[src/rtl/pll_cfg_pkg.sv]
package pll_cfg_pkg;

    localparam int REG_W     = 32;
    localparam int MUL_W     = 8;
    localparam int FRAC_W    = 22;
    localparam int DIV_W     = 8;
    localparam int ACR_W     = 32;
    localparam int IDX_FLD_W = 4;

    localparam int MUL_LSB   = 24;
    localparam int COMMIT_BIT = 8;
    localparam int PEN_BIT   = 8;
    localparam int LKE_BIT   = 9;
    localparam int DEN_BIT   = 10;

    typedef enum logic [2:0] {
        A_SEL   = 3'd0,
        A_CTRL0 = 3'd1,
        A_CTRL1 = 3'd2,
        A_ACR   = 3'd3,
        A_STAT  = 3'd4,
        A_DLY   = 3'd5
    } reg_addr_e;

    typedef struct packed {
        logic [ACR_W-1:0]  acr;
        logic [MUL_W-1:0]  mul;
        logic [FRAC_W-1:0] frac;
        logic [DIV_W-1:0]  div;
        logic              pll_en;
        logic              lock_en;
        logic              div_en;
    } pll_cfg_t;

    function automatic logic [REG_W-1:0] pack_ctrl0(input pll_cfg_t c);
        logic [REG_W-1:0] r;
        r = '0;
        r[DIV_W-1:0] = c.div;
        r[PEN_BIT]   = c.pll_en;
        r[LKE_BIT]   = c.lock_en;
        r[DEN_BIT]   = c.div_en;
        return r;
    endfunction

    function automatic logic [REG_W-1:0] pack_ctrl1(input pll_cfg_t c);
        logic [REG_W-1:0] r;
        r = '0;
        r[MUL_LSB +: MUL_W] = c.mul;
        r[FRAC_W-1:0]       = c.frac;
        return r;
    endfunction

    function automatic pll_cfg_t apply_ctrl0(input pll_cfg_t c, input logic [REG_W-1:0] w);
        pll_cfg_t r;
        r         = c;
        r.div     = w[DIV_W-1:0];
        r.pll_en  = w[PEN_BIT];
        r.lock_en = w[LKE_BIT];
        r.div_en  = w[DEN_BIT];
        return r;
    endfunction

    function automatic pll_cfg_t apply_ctrl1(input pll_cfg_t c, input logic [REG_W-1:0] w);
        pll_cfg_t r;
        r      = c;
        r.mul  = w[MUL_LSB +: MUL_W];
        r.frac = w[FRAC_W-1:0];
        return r;
    endfunction

endpackage

[src/rtl/pll_lock_qual.sv]
module pll_lock_qual #(
    parameter int LOCK_CNT_W = 16
) (
    input  logic                  clk,
    input  logic                  rst,
    input  logic                  restart,
    input  logic                  arm,
    input  logic                  lock_in,
    input  logic [LOCK_CNT_W-1:0] dly,
    output logic                  ready
);

    logic [LOCK_CNT_W-1:0] cnt_q;

    always_ff @(posedge clk) begin
        if (rst || restart || !arm || !lock_in) begin
            cnt_q <= '0;
            ready <= 1'b0;
        end else if (cnt_q == dly) begin
            ready <= 1'b1;
        end else begin
            cnt_q <= cnt_q + 1'b1;
        end
    end


    ready_needs_lock_chk: assert property (@(posedge clk) disable iff (rst)
        ready |-> $past(lock_in));


    restart_drops_ready_chk: assert property (@(posedge clk) disable iff (rst)
        restart |=> !ready);

endmodule

[src/rtl/pll_slot.sv]
module pll_slot
    import pll_cfg_pkg::*;
#(
    parameter int LOCK_CNT_W = 16
) (
    input  logic                  clk,
    input  logic                  rst,
    input  logic                  load,
    input  pll_cfg_t              cfg_d,
    input  logic                  lock_in,
    input  logic [LOCK_CNT_W-1:0] dly,
    output pll_cfg_t              cfg_q,
    output logic                  ready,
    output logic                  div_gate
);

    always_ff @(posedge clk) begin
        if (rst)
            cfg_q <= '0;
        else if (load)
            cfg_q <= cfg_d;
    end

    assign div_gate = cfg_q.pll_en & cfg_q.div_en;

    pll_lock_qual #(.LOCK_CNT_W(LOCK_CNT_W)) u_qual (
        .clk     (clk),
        .rst     (rst),
        .restart (load),
        .arm     (cfg_q.pll_en & cfg_q.lock_en),
        .lock_in (lock_in),
        .dly     (dly),
        .ready   (ready)
    );


    hold_without_load_chk: assert property (@(posedge clk) disable iff (rst)
        !load |=> $stable(cfg_q));

endmodule

[src/rtl/pll_cfg_bank.sv]
module pll_cfg_bank
    import pll_cfg_pkg::*;
#(
    parameter int NUM_PLL    = 8,
    parameter int LOCK_CNT_W = 16
) (
    input  logic                        clk,
    input  logic                        rst,
    input  logic                        wr_en,
    input  logic [2:0]                  addr,
    input  logic [REG_W-1:0]            wdata,
    output logic [REG_W-1:0]            rdata,
    input  logic [NUM_PLL-1:0]          lock_in,
    output logic [NUM_PLL-1:0]          pll_en_o,
    output logic [NUM_PLL-1:0]          div_en_o,
    output logic [NUM_PLL*MUL_W-1:0]    mul_o,
    output logic [NUM_PLL*FRAC_W-1:0]   frac_o,
    output logic [NUM_PLL*DIV_W-1:0]    div_o,
    output logic [NUM_PLL*ACR_W-1:0]    acr_o
);

    localparam int IDX_W = (NUM_PLL > 1) ? $clog2(NUM_PLL) : 1;

    pll_cfg_t              stage_q;
    pll_cfg_t              slot_q [NUM_PLL];
    logic [IDX_W-1:0]      sel_q;
    logic [LOCK_CNT_W-1:0] dly_q;
    logic [NUM_PLL-1:0]    ready_vec;
    logic [NUM_PLL-1:0]    load_vec;

    logic [IDX_FLD_W-1:0]  wr_idx;
    logic                  idx_ok;
    logic                  sel_wr;
    logic                  commit;

    assign wr_idx = wdata[IDX_FLD_W-1:0];
    assign idx_ok = 32'(wr_idx) < NUM_PLL;
    assign sel_wr = wr_en && (reg_addr_e'(addr) == A_SEL) && idx_ok;
    assign commit = sel_wr && wdata[COMMIT_BIT];

    always_ff @(posedge clk) begin
        if (rst) begin
            stage_q <= '0;
            sel_q   <= '0;
            dly_q   <= '0;
        end else if (wr_en) begin
            case (reg_addr_e'(addr))
                A_SEL: if (idx_ok) begin
                    sel_q <= IDX_W'(wr_idx);
                    if (!wdata[COMMIT_BIT])
                        stage_q <= slot_q[IDX_W'(wr_idx)];
                end
                A_CTRL0: stage_q     <= apply_ctrl0(stage_q, wdata);
                A_CTRL1: stage_q     <= apply_ctrl1(stage_q, wdata);
                A_ACR:   stage_q.acr <= wdata[ACR_W-1:0];
                A_DLY:   dly_q       <= wdata[LOCK_CNT_W-1:0];
                default: ;
            endcase
        end
    end

    always_comb begin
        rdata = '0;
        case (reg_addr_e'(addr))
            A_SEL:   rdata = REG_W'(sel_q);
            A_CTRL0: rdata = pack_ctrl0(stage_q);
            A_CTRL1: rdata = pack_ctrl1(stage_q);
            A_ACR:   rdata = REG_W'(stage_q.acr);
            A_STAT:  rdata = REG_W'(ready_vec);
            A_DLY:   rdata = REG_W'(dly_q);
            default: rdata = '0;
        endcase
    end

    for (genvar i = 0; i < NUM_PLL; i++) begin : g_slot
        assign load_vec[i] = commit && (32'(wr_idx) == i);

        pll_slot #(.LOCK_CNT_W(LOCK_CNT_W)) u_slot (
            .clk      (clk),
            .rst      (rst),
            .load     (load_vec[i]),
            .cfg_d    (stage_q),
            .lock_in  (lock_in[i]),
            .dly      (dly_q),
            .cfg_q    (slot_q[i]),
            .ready    (ready_vec[i]),
            .div_gate (div_en_o[i])
        );

        assign pll_en_o[i]                  = slot_q[i].pll_en;
        assign mul_o[i*MUL_W +: MUL_W]      = slot_q[i].mul;
        assign frac_o[i*FRAC_W +: FRAC_W]   = slot_q[i].frac;
        assign div_o[i*DIV_W +: DIV_W]      = slot_q[i].div;
        assign acr_o[i*ACR_W +: ACR_W]      = slot_q[i].acr;


        commit_copies_stage_chk: assert property (@(posedge clk) disable iff (rst)
            load_vec[i] |=> slot_q[i] == $past(stage_q));
    end


    bad_index_keeps_sel_chk: assert property (@(posedge clk) disable iff (rst)
        (wr_en && reg_addr_e'(addr) == A_SEL && !idx_ok) |=> $stable(sel_q));


    single_slot_load_chk: assert property (@(posedge clk) disable iff (rst)
        $countones(load_vec) <= 1);

endmodule

[config.mk]
export PLATFORM = sky130hd
export DESIGN_NAME = pll_cfg_bank
export DESIGN_NICKNAME = d
export VERILOG_FILES = /design/src/rtl/pll_cfg_pkg.sv /design/src/rtl/pll_lock_qual.sv /design/src/rtl/pll_slot.sv /design/src/rtl/pll_cfg_bank.sv
export SDC_FILE = /design/constraint.sdc
export NUM_CORES = 2
export LEC_CHECK = 0
export ABC_CLOCK_PERIOD_IN_PS = 2450
export BUFFER_PORTS_ARGS = -buffer_cell sky130_fd_sc_hd__buf_2
export CORE_MARGIN = 1.5
export CORE_UTILIZATION = 37
export DETAILED_ROUTE_END_ITERATION = 8
export GPL_TIMING_DRIVEN = 0
export PLACE_DENSITY = 0.63
export RECOVER_POWER = 100
export SLEW_MARGIN = 10
export SYNTH_ARGS = -nofsm -noshare
export SYNTH_HDL_FRONTEND = slang
export SYNTH_SLANG_ARGS = --single-unit
[constraint.sdc]
create_clock -name clk -period 2.45 [get_ports clk]
set_clock_uncertainty 0.1 [all_clocks]
set_input_delay 0.245 -clock clk [delete_from_list [all_inputs] [get_ports clk]]
set_output_delay 0.245 -clock clk [all_outputs]
set_load 0.03 [all_outputs]
After elaboration in Yosys (flattened, before gate mapping) --
Index checks and enable logic that the tools add are counted. W data, S select, Z words.
Cells by class: add/sub/neg operators 8, magnitude comparators 2, eq/ne operators 22, muxes and demuxes 8, bitwise gates (word level) 19, reductions and logical operators 61
Operators with widths (count):
- $mux W73 | 4
- $bmux W73 S3 | 1
- $pmux W32 S6 | 1
- $add A16 B1 Y16 const B | 8
- $eq A16 B16 Y1 | 8
- $pmux W41 S3 | 1
- $pmux W32 S2 | 1
- $logic_or A1 B1 Y1 | 24
- $and A1 B1 Y1 | 16
- $eq A4 B3 Y1 const B | 4
- $logic_not A1 Y1 | 16
- $logic_and A1 B1 Y1 | 11
- $reduce_and A5 Y1 | 2
- $eq A4 B2 Y1 const B | 2
- $eq A3 B2 Y1 const B | 2
- $eq A3 B3 Y1 const B | 2
- $reduce_bool A2 Y1 | 3
- $eq A4 B1 Y1 const B | 1
- $ge A4 B4 Y1 const B | 1
- $logic_not A4 Y1 | 1
- $lt A4 B4 Y1 const B | 1
- $ne A2 B2 Y1 const B | 2
- $not A3 Y4 | 1
- $reduce_and A4 Y1 | 1
- 5 further kinds | 6
Word-level totals: bits in registers 812, input port bits 46, output and inout port bits 608, logic and storage cells 201

Logic depth before layout (Yosys ltp) --
depth in word-level cells 8, depth in mapped cells 9

Modules after synthesis --
Synthesis repeated with hierarchy kept, for this count alone.
Second synthesis, totals: cells, all modules 3741, area, all modules 38321.8 µm²
Modules (own cells, without submodules):
- pll_slot | instances 8, cells an instance 237, area an instance 2677.6 µm², sequential area each 1461.4 µm²
- pll_cfg_bank | instances 1, cells an instance 909, area an instance 8913.5 µm², sequential area each 1841.8 µm²
- pll_lock_qual | instances 8, cells an instance 117, area an instance 998.5 µm², sequential area each 340.3 µm²

Worst setup path after synthesis --
Ideal clock, no wire load.
kind input-to-output, start in addr[0], end out rdata[11], arrival 2039 ps, data required time 2105 ps, slack 66 ps, stages 6, path buffers 4, cells stage by stage buf_2 -> buf_1 -> buf_2 -> buf_2 -> mux2i_1 -> o21ai_0
On the way: cells in the longest elaborated chain, start to end 2, elaborated cells between the ends (all ways) 7
RTL lines:
- from (decl) | line pll_cfg_bank.sv:10 | input logic [2:0] addr,
- $eq A3 B3 Y1, or another cell as far along | line pll_cfg_bank.sv:64 | case (reg_addr_e'(addr))
- $pmux W32 S6 (*) | line pll_cfg_bank.sv:64
- to (decl) | line pll_cfg_bank.sv:12 | output logic [REG_W-1:0] rdata,
Every way passes the cells marked *; elsewhere a longest branch is shown, timed or not.

Worst setup path in the final report --
start in wdata[1], end reg stage_q[30] (netlist bit)
On the way: cells in the longest elaborated chain, start to end 7, elaborated cells between the ends (all ways) 10
RTL lines:
- from (decl) | line pll_cfg_bank.sv:11 | input logic [REG_W-1:0] wdata,
- $not A3 Y4 (not written as such) | line pll_cfg_bank.sv:51 | stage_q <= slot_q[IDX_W'(wr_idx)];
- $bmux W73 S3 | line pll_cfg_bank.sv:51
- $mux W73 (not written as such) (2 in a row) | line pll_cfg_bank.sv:51
- $mux W73 | line pll_cfg_bank.sv:50 | if (!wdata[COMMIT_BIT])
- $mux W73 | line pll_cfg_bank.sv:48 | A_SEL: if (idx_ok) begin
- $pmux W41 S3 | line pll_cfg_bank.sv:47 | case (reg_addr_e'(addr))
- to (signal assigned) | line pll_cfg_bank.sv:51
- to (signal assigned) | line pll_cfg_bank.sv:53 | A_CTRL0: stage_q <= apply_ctrl0(stage_q, wdata);
- to (signal assigned) | line pll_cfg_bank.sv:54 | A_CTRL1: stage_q <= apply_ctrl1(stage_q, wdata);
- to (decl) | line pll_cfg_bank.sv:24 | pll_cfg_t stage_q;
Parallel ways exist; a longest one is shown, timed or not. The select of a mux whose other input is x is not followed. A chain may end at the register's enable or synchronous reset.

==> results.ini <==
[floorplanning]
pin_count=654
initial_core_util=0.373
die_w_um=337
die-area_um2=113000
coreArea_um2=111000
placement_rows=122
die_h_um=337

[yosys]
synth_area_leader_cell=dfxtp_1
ys_types=55
ys_seq_area_frac=0.394
synth_top_area_frac=0.394
yosysMostFrequentCell=nand2_1
synth_common_cells=1,294 x nand2_1, 812 x dfxtp_1, 728 x a21oi_1, 591 x buf_4, 199 x buf_2
synthFlopType=dfxtp_1
syn-instance-count=4994
ys_warn_count=0
avgSynthCellArea_um2=8.26
synth_area_leaders=dfxtp_1 39%, nand2_1 12%, buf_4 11%, a21oi_1 8.8%, mux4_2 7.9%
async_flop_share=0
ys_ff_latch=812
mappedNetlistNets=5048
synthesis.area_um2=41200
synth_edf_count=0

[layout]
drive_gt1_frac=0.215
fin_cells=7334
syn_to_final_growth_pct=20.1
num-nets-final=5825
final_cell_area_um2=49500
final_util=0.447

[power]
p_per_area_nw_per_um2=586
leakage_nw=18.1
ir_drop_mv=0.593
power_mw=29.0

[routing]
ant_nets=0
drc_errors=0
drt-vias-per-instance=5.57
dr.first_iter.drc_count=5317
vias=40900
firstDrtPassIters=8
routedWlPerCell_um=26.3
finalWirelength_um=193000

[sta]
hold_slack_ns=0.0233
drv_slew=0
worst_slew_pin_slew_ns=1.38
fin_crit_ns=2.52
slew_headroom=0.0789
rsz0062_at_grt=true
setup_viol=12
finalCritPeriodShare=1.03
max_freq_ghz=0.396
fin_tns_setup_ns=-0.316
finalHoldViolCount=0
setup_ws_ns=-0.0729

[worst_setup_path]
cp_data_required_time_ns=2.90
worstReg2RegStart=dly_q[11]$_SDFFE_PP0P_
startpoint=wdata[1]
crit_arrival_ns=2.97
end_kind=flip-flop
path_max_fanout=11
critical_path_class=input port to flip-flop
start_kind=input port

[place]
dp_cells=7132
place_area_um2=46400
gp_congestion=0.999
dp_hpwl_um=145000
port_buffers=649
pre_cts_ws_ns=-1.65

[clock_network]
cts_buffers=89
tritoncts=yes
htreeDepth=3
clock-sinks=812
clk_path_buf_depth=3
clock_latency_ns=0.68
clkTransAtPathRegs_ns=0.07
cts_root_buffer=clkbuf_16

[grt]
antenna_found_initial=19
grt_max_degree=16
grt.overflow.total=0
grt_pass1_wl_um=267000
grt_pass1_vias=37200
track_usage=0.326

[flow_run]
maxCapViolations=0

[hold_path]
hp-start=wdata[3]
min_path_type=input port to flip-flop

[status]
violations=setup timing
outcome=finished with violations

[logic make-up after synthesis]
family / Yosys count / share of synthesized area
fa+ha+maj: 8 / 0.00243
flops: 812 / 0.394
buf+inv: 1007 / 0.153
mux: 241 / 0.102
xor+xnor: 138 / 0.0293
compound gates: 972 / 0.131
simple gates: 1816 / 0.188
[metal layers]
layer / GRT usage / share of wire / up-vias
li1: - / - / 17900
met2: 0.501 / 0.44 / 2676
met5: 0 / 0.00044 / -
met3: 0.0779 / 0.11 / 571
met1: 0.411 / 0.38 / 19700
met4: 0.199 / 0.067 / 12
[power by group]
part	internal, mW	switching, mW
combinational	0.501	1.43
clock	7.84	6.03
sequential	13.2	0.0107
total	21.6	7.47
[worst max-delay path: stages]
cell      delay [ns]
buf_2           0.30
buf_4           0.41
buf_2           0.61
mux4_2          0.41
mux2i_1         0.56
nor2_1          0.11
a211oi_1        0.21
nor3_1          0.08
[sequential cells by signal (all words and copies together) (netlist names)]
signal and count:
stage_q 73, sel_q 3, g_slot.u_slot.u_qual.cnt_q 128, dly_q 16, g_slot.u_slot.cfg_q 584, g_slot.u_slot.u_qual.ready 8
[cell usage in the layout (no fill, tap or decap), types with 7 or more instances in the layout]
| cell type | count |
|---|---|
| o211ai_1 | 11 |
| nand2_1 | 1288 |
| nand4b_1 | 8 |
| a211oi_1 | 40 |
| o21ai_1 | 9 |
| dfxtp_1 | 811 |
| nor4_1 | 13 |
| a21oi_1 | 728 |
| buf_2 | 248 |
| dlygate4sd3_1 | 35 |
| mux2i_1 | 86 |
| a22o_1 | 43 |
| mux2i_4 | 7 |
| inv_1 | 17 |
| nor4_2 | 11 |
| xnor2_1 | 99 |
| clkbuf_16 | 91 |
| or3_1 | 66 |
| ha_1 | 8 |
| o31ai_1 | 31 |
| xor2_1 | 39 |
| buf_6 | 23 |
| clkinv_2 | 17 |
| or2_2 | 10 |
| nand4_1 | 60 |
| nor3_1 | 45 |
| clkbuf_8 | 23 |
| and3_1 | 7 |
| nand3_1 | 35 |
| buf_1 | 9 |
| buf_4 | 609 |
| clkbuf_1 | 751 |
| and4_1 | 8 |
| and2_1 | 17 |
| or4_1 | 41 |
| nor2_1 | 171 |
| clkbuf_2 | 9 |
| o21ai_0 | 64 |
| mux4_2 | 145 |
[repair_timing]
item,4_1_cts,5_1_grt
setup endpoints to repair,731,128
gates resized for setup,107,49
hold buffers,35,0
cloned,0,0
pin swaps,1,7
hold endpoints to repair,57,0
buffers inserted,0,3
[worst paths after layout]
kind	to	depth (start not counted)	slack (ns)
hold reg to reg	g_slot[7].u_slot.cfg_q[25]$_SDFFE_PP0P_	2	0.37
setup reg to reg	g_slot[1].u_slot.u_qual.cnt_q[1]$_SDFFE_PP0P_	9	0.08
setup / recovery	stage_q[30]$_SDFFE_PP0P_	8	-0.07
hold / removal	stage_q[14]$_SDFFE_PP0P_	3	0.02
[final cells by class]
type                    instances  area (µm²)
inverters                      17        63.8
well taps                    1488        1860
repair buffers                688        2950
diodes                          6        15.0
clock inverters                28         273
multi-input cells            3175       19000
fillers                     11300       61100
clock buffers                 132        2660
flip-flops and latches        812       16300
plain buffers                 988        6420
(Power assumes the default switching activity.)
